<file path="src/rtl/irq_chain_pkg.sv">
// Package: shared sizing for the acknowledge chain.
// Assumes: one priority level, vectors of a fixed width per build.
package irq_chain_pkg;
    localparam int unsigned VEC_W = 10;  // vector bus width
    localparam int unsigned N_DEV = 4;   // stages in the chain
endpackage

</file>
<file path="src/rtl/irq_chain_stage.sv">
// Module: irq_chain_stage
// One device on a shared interrupt level. It holds a pending flag and pulls the
// shared request low while the flag is set. On the arrival of an acknowledge it
// either claims it (when pending) or passes it on combinationally. That choice is
// held for the whole acknowledge pulse.
// Assumes: ack_i is a level that stays high for at least one clock edge;
// raise_i is a one-cycle pulse.
module irq_chain_stage #(
    parameter int unsigned VEC_W = irq_chain_pkg::VEC_W
) (
    input  logic             clk,
    input  logic             rst_n,
    input  logic             raise_i,
    input  logic             ack_i,
    input  logic [VEC_W-1:0] vec_i,
    output logic             ack_o,
    output logic             req_n_o,
    output logic             vec_oe_o,
    output logic [VEC_W-1:0] vec_o
);
    logic pend_q;    // request flag
    logic ack_q;     // acknowledge seen at the previous edge
    logic own_q;     // this stage holds the current acknowledge
    logic owned;

    // Claim decision: taken from pend_q on the first cycle, then held.
    always_comb begin
        owned = ack_i & (ack_q ? own_q : pend_q);
    end

    // Track the acknowledge level and the held claim decision.
    always_ff @(posedge clk) begin
        if (!rst_n) begin
            ack_q <= 1'b0;
            own_q <= 1'b0;
        end else begin
            ack_q <= ack_i;
            own_q <= owned;
        end
    end

    // Pending flag: a raise sets it; the falling acknowledge after a claim clears it.
    always_ff @(posedge clk) begin
        if (!rst_n) begin
            pend_q <= 1'b0;
        end else if (raise_i) begin
            pend_q <= 1'b1;
        end else if (own_q && !ack_i) begin
            pend_q <= 1'b0;
        end
    end

    assign ack_o    = ack_i & ~owned;
    assign req_n_o  = ~pend_q;
    assign vec_oe_o = owned;
    assign vec_o    = owned ? vec_i : '0;

    AST_RAISE_SETS: assert property (@(posedge clk) disable iff (!rst_n)
        raise_i |=> !req_n_o);
    AST_HOLD_DECISION: assert property (@(posedge clk) disable iff (!rst_n)
        (ack_i && ack_q) |-> (vec_oe_o == $past(vec_oe_o)));
    AST_CLEAR_AFTER: assert property (@(posedge clk) disable iff (!rst_n)
        (own_q && !ack_i && !raise_i) |=> req_n_o);
    AST_NO_ACK_IDLE: assert property (@(posedge clk) disable iff (!rst_n)
        !ack_i |-> (!ack_o && !vec_oe_o));
endmodule

</file>
<file path="src/rtl/irq_chain_vecmux.sv">
// Module: irq_chain_vecmux
// Merges the gated vectors of all stages onto one bus, the way open-drain
// drivers share lines. At most one stage drives at a time.
// Assumes: a stage presents zero on vec_all_i when it is not driving.
module irq_chain_vecmux #(
    parameter int unsigned VEC_W = irq_chain_pkg::VEC_W,
    parameter int unsigned N_DEV = irq_chain_pkg::N_DEV
) (
    input  logic [N_DEV*VEC_W-1:0] vec_all_i,
    input  logic [N_DEV-1:0]       oe_i,
    output logic [VEC_W-1:0]       vec_o,
    output logic                   valid_o
);
    // OR the gated vectors together.
    always_comb begin
        vec_o = '0;
        for (int i = 0; i < int'(N_DEV); i++) begin
            vec_o = vec_o | vec_all_i[i*VEC_W +: VEC_W];
        end
    end

    assign valid_o = |oe_i;
endmodule

</file>
<file path="src/rtl/irq_chain_top.sv">
// Module: irq_chain_top
// Chain of N_DEV stages on one interrupt level. The acknowledge ripples from
// stage 0 onward, and the request line is the wired AND of every stage.
// Assumes: stage 0 sits nearest the processor and has the highest priority.
module irq_chain_top #(
    parameter int unsigned VEC_W = irq_chain_pkg::VEC_W,
    parameter int unsigned N_DEV = irq_chain_pkg::N_DEV
) (
    input  logic                   clk,
    input  logic                   rst_n,
    input  logic [N_DEV-1:0]       raise_i,
    input  logic                   ack_i,
    input  logic [N_DEV*VEC_W-1:0] vec_tab_i,
    output logic                   irq_n_o,
    output logic                   ack_tail_o,
    output logic                   vec_valid_o,
    output logic [VEC_W-1:0]       vec_o
);
    localparam int unsigned BUS_W = N_DEV * VEC_W;

    logic [N_DEV:0]     ack_link;
    logic [N_DEV-1:0]   req_n;
    logic [N_DEV-1:0]   oe;
    logic [BUS_W-1:0]   vec_gated;

    assign ack_link[0] = ack_i;

    // One stage per device, linked nearest-first.
    for (genvar g = 0; g < int'(N_DEV); g++) begin : g_stage
        irq_chain_stage #(.VEC_W(VEC_W)) u_stage (
            .clk      (clk),
            .rst_n    (rst_n),
            .raise_i  (raise_i[g]),
            .ack_i    (ack_link[g]),
            .vec_i    (vec_tab_i[g*VEC_W +: VEC_W]),
            .ack_o    (ack_link[g+1]),
            .req_n_o  (req_n[g]),
            .vec_oe_o (oe[g]),
            .vec_o    (vec_gated[g*VEC_W +: VEC_W])
        );
    end

    irq_chain_vecmux #(.VEC_W(VEC_W), .N_DEV(N_DEV)) u_vecmux (
        .vec_all_i (vec_gated),
        .oe_i      (oe),
        .vec_o     (vec_o),
        .valid_o   (vec_valid_o)
    );

    assign irq_n_o    = &req_n;
    assign ack_tail_o = ack_link[N_DEV];

    AST_ONE_DRIVER: assert property (@(posedge clk) disable iff (!rst_n)
        $onehot0(oe));
    AST_CLAIM_BLOCKS: assert property (@(posedge clk) disable iff (!rst_n)
        (|oe) |-> !ack_tail_o);
    AST_BUS_QUIET: assert property (@(posedge clk) disable iff (!rst_n)
        !vec_valid_o |-> (vec_o == '0));
    AST_TAIL_EMPTY: assert property (@(posedge clk) disable iff (!rst_n)
        (ack_i && irq_n_o) |-> ack_tail_o);
endmodule

</file>
<file path="config.mk">
export PLATFORM = sky130hd
export DESIGN_NAME = irq_chain_top
export DESIGN_NICKNAME = d
export VERILOG_FILES = /design/src/rtl/irq_chain_pkg.sv /design/src/rtl/irq_chain_stage.sv /design/src/rtl/irq_chain_vecmux.sv /design/src/rtl/irq_chain_top.sv
export SDC_FILE = /design/constraint.sdc
export NUM_CORES = 1
export LEC_CHECK = 0
export ABC_AREA = 1
export BUFFER_PORTS_ARGS = -buffer_cell sky130_fd_sc_hd__buf_2
export CAP_MARGIN = 10
export CORE_MARGIN = 2
export CORE_UTILIZATION = 42
export DETAILED_ROUTE_END_ITERATION = 8
export HOLD_SLACK_MARGIN = 0.03
export PLACE_DENSITY = 0.9
export SKIP_LAST_GASP = 1
export SYNTH_ARGS = -nofsm -noshare
export SYNTH_HDL_FRONTEND = slang
export SYNTH_SLANG_ARGS = --single-unit
</file>
<file path="constraint.sdc">
create_clock -name clk -period 2.1 [get_ports clk]
set_input_delay 0.42 -clock clk [delete_from_list [all_inputs] [get_ports clk]]
set_output_delay 0.42 -clock clk [all_outputs]
set_load 0.1 [all_outputs]
</file>
==> results.sh <==
export IMPL_root_buffer="clkbuf_4"
export IMPL_clk_path_buf_depth=2
export IMPL_die_x_um=47.43
export IMPL_synth_distinct_cells=19
export IMPL_timing_fmax_mhz=462.7
export IMPL_p_leak_nw=0.8650
export IMPL_portBuffers=59
export IMPL_rsz0062_at_grt="true"
export IMPL_syn_nets=174
export IMPL_crit_path_max_fanout=5
export IMPL_end_kind="output port"
export IMPL_dieArea_mm2=0.002249
export IMPL_cp_start_kind="flip-flop"
export IMPL_antenna_found_initial=0
export IMPL_max_cap_violations=0
export IMPL_r2r_start="g_stage[1].u_stage.pend_q"
export IMPL_slew_headroom_pct=67.91
export IMPL_postRouteAntennaNets=0
export IMPL_hold_depth=3
export IMPL_synth_top_area_share_pct=30.33
export IMPL_layout_min_cycle_time_ns=2.161
export IMPL_skew_ns=0.003659
export IMPL_p_total_w=0.0009721
export IMPL_drt_first_pass_iters=4
export IMPL_post_place_ws_ns=0.06436
export IMPL_hold_slack_ns=0.3817
export IMPL_r2r_setup_slack_ns=0.73
export IMPL_clkLatencyLatePin_ns=0.28
export IMPL_synthFlopType="dfxtp_1"
export IMPL_drc=0
export IMPL_grt_max_degree=13
export IMPL_gp_congestion=0.8096
export IMPL_hold_path_class="in -> reg"
export IMPL_powerDensity_mw_per_mm2=615.7
export IMPL_synth_common_cells="nand2_1 (27), inv_1 (21), nor2_1 (21)"
export IMPL_cp_required_ns=1.68
export IMPL_ys_seq_elements=12
export IMPL_vias_per_cell=5.398
export IMPL_crit_start="g_stage[0].u_stage.ack_q"
export IMPL_setup_viol=9
export IMPL_antennaDiodeCount=0
export IMPL_grt_pass1_wl_mm=4.505
export IMPL_ir_drop_v=0.0005846
export IMPL_hpwl_mm=2.190
export IMPL_drive_gt1_share_pct=61.73
export IMPL_area_growth_pct=99.37
export IMPL_reg2reg_depth=9
export IMPL_grt_pass1_vias=1051
export IMPL_crit_path_end="vec_o[1]"
export IMPL_met2_usage_pct=53.24
export IMPL_cts_tree="yes"
export IMPL_synthesis_area_um2=792.0
export IMPL_tightest_slew_ns=0.4846
export IMPL_min_period_over_period_pct=102.9
export IMPL_cts_num_sinks=12
export IMPL_chipHeight_um=47.43
export IMPL_postSynthCellCount=127
export IMPL_nets=244
export IMPL_yosysWarnings=0
export IMPL_outcome="finished, violations left"
export IMPL_start_util_pct=45.38
export IMPL_arrival_ns=1.74
export IMPL_ioPinCount=60
export IMPL_cts_buffers=3
export IMPL_synth_area_leaders="dfxtp_1 (30%), nand2_1 (13%), inv_1 (10%)"
export IMPL_cts_clk_slew_worst_paths_ns=0.08
export IMPL_grt_busiest_layer="met2"
export IMPL_placed_area_mm2=0.001325
export IMPL_vias=1193
export IMPL_fin_ws_ns=-0.06138
export IMPL_violations="setup timing"
export IMPL_cts_hold_buffers=0
export IMPL_synth_area_leader_cell="dfxtp_1"
export IMPL_hold_violations=0
export IMPL_grtUsageMet3_pct=6.792
export IMPL_final_cell_area_mm2=0.001579
export IMPL_rows=15
export IMPL_worstReg2RegEnd="g_stage[3].u_stage.pend_q"
export IMPL_drtIter0Drc=38
export IMPL_wl_per_cell_um=19.05
export IMPL_grt_total_usage_pct=29.66
export IMPL_slew_violations=0
export IMPL_async_flop_share_pct=0
export IMPL_worst_setup_path_type="reg -> out"
export IMPL_synth_yosys_seq_area_share_pct=30.33
export IMPL_grt_util_met1_pct=31.18
export IMPL_synth_edf_count=0
export IMPL_syn_area_per_cell_um2=6.236
export IMPL_grt_ovfl_total=0
export IMPL_core_mm2=0.001745
export IMPL_drt_total_wl_mm=4.209
export IMPL_synth_most_common_cell="nand2_1"
export IMPL_cts_max_level=1
export IMPL_tns_ns=-0.3025
## stage by stage
step | utilization [%] | cells
floorplan | - | 127
global placement | 75.91 | 209
detailed placement | 75.91 | 209
CTS | 81.29 | 217
global route | 90.47 | 221
finish | 90.47 | 221
## flip-flops by register name (all words and copies together), names as in the netlist
register,cells
g_stage.u_stage.ack_q,4
g_stage.u_stage.own_q,4
g_stage.u_stage.pend_q,4
## cell usage in the layout, fill, tap and decap left out
cell	netlist	routed
buf_2	0	47
nand2_1	27	19
nor2_1	21	19
inv_1	21	17
buf_12	0	12
nand3_2	1	10
a21oi_1	14	9
nand2_2	6	8
dfxtp_1	12	8
nand2_4	0	6
buf_4	2	5
inv_2	2	4
a21oi_2	0	4
buf_6	1	4
nor2_4	2	3
clkbuf_4	0	3
dfxtp_4	0	3
inv_4	0	2
o21ai_4	1	2
nand3_4	1	2
o21ai_2	1	1
a21oi_4	0	1
nor4_4	0	1
nor2_2	0	1
nand4_1	1	1
clkinv_1	1	1
o21ai_0	2	1
clkbuf_8	0	1
dfxtp_2	0	1
## where the power goes
part,internal (W),switching [W],leakage [nW]
sequential,0.000239,0.0000161,0.101
clock,0.000105,0.0000842,0.0210
combinational,0.000188,0.000339,0.743
total,0.000533,0.000439,0.865
## repair_timing
| item | CTS | global route |
|---|---|---|
| gates cloned | 1 | 0 |
| endpoints found under the setup margin | 11 | 11 |
| pin swaps | 5 | 15 |
| gates resized for setup | 10 | 38 |
| buffers inserted | 3 | 4 |
## critical path: stages (launching register included)
cell and delay, ns:
dfxtp_2 0.36, inv_2 0.05, nand2_4 0.07, nand3_4 0.07, nor2_4 0.15, inv_2 0.07, nor2_4 0.17, buf_6 0.18
nand2_2 0.07, nand3_2 0.09, buf_12 0.18
## worst min-delay path by stage
stage | startpoint | end
floorplan | g_stage[0].u_stage.own_q | g_stage[0].u_stage.pend_q
global placement | g_stage[3].u_stage.pend_q | g_stage[3].u_stage.pend_q
detailed placement | g_stage[0].u_stage.own_q | g_stage[0].u_stage.pend_q
CTS | raise_i[0] | g_stage[0].u_stage.pend_q
global route | raise_i[1] | g_stage[1].u_stage.pend_q
finish | raise_i[1] | g_stage[1].u_stage.pend_q
## cell type report
type / instances / area [um2]
fill: 81 / 166.4
sequential: 12 / 252.7
inverter: 24 / 95.09
timing repair buffer: 68 / 558.0
tap: 25 / 31.28
clock buffer: 4 / 36.28
multi-input combinational: 88 / 605.6
## layer usage
layer  up-vias  share of wire (%)  routed length [um]
met5         -                  0                   0
met4         0                7.9                 331
met3        28                6.8                 287
met2        86                 52                2170
li1        529                  -                   -
met1       550                 34                1419
## logic make-up after synthesis
logic type,Yosys count,share of synthesized area (%)
and+or+nand+nor,70,41.71
buffers and inverters,27,14.69
AOI/OAI and AO/OA,18,13.27
DFF,12,30.33
Power figures use the tool's default switching activity.
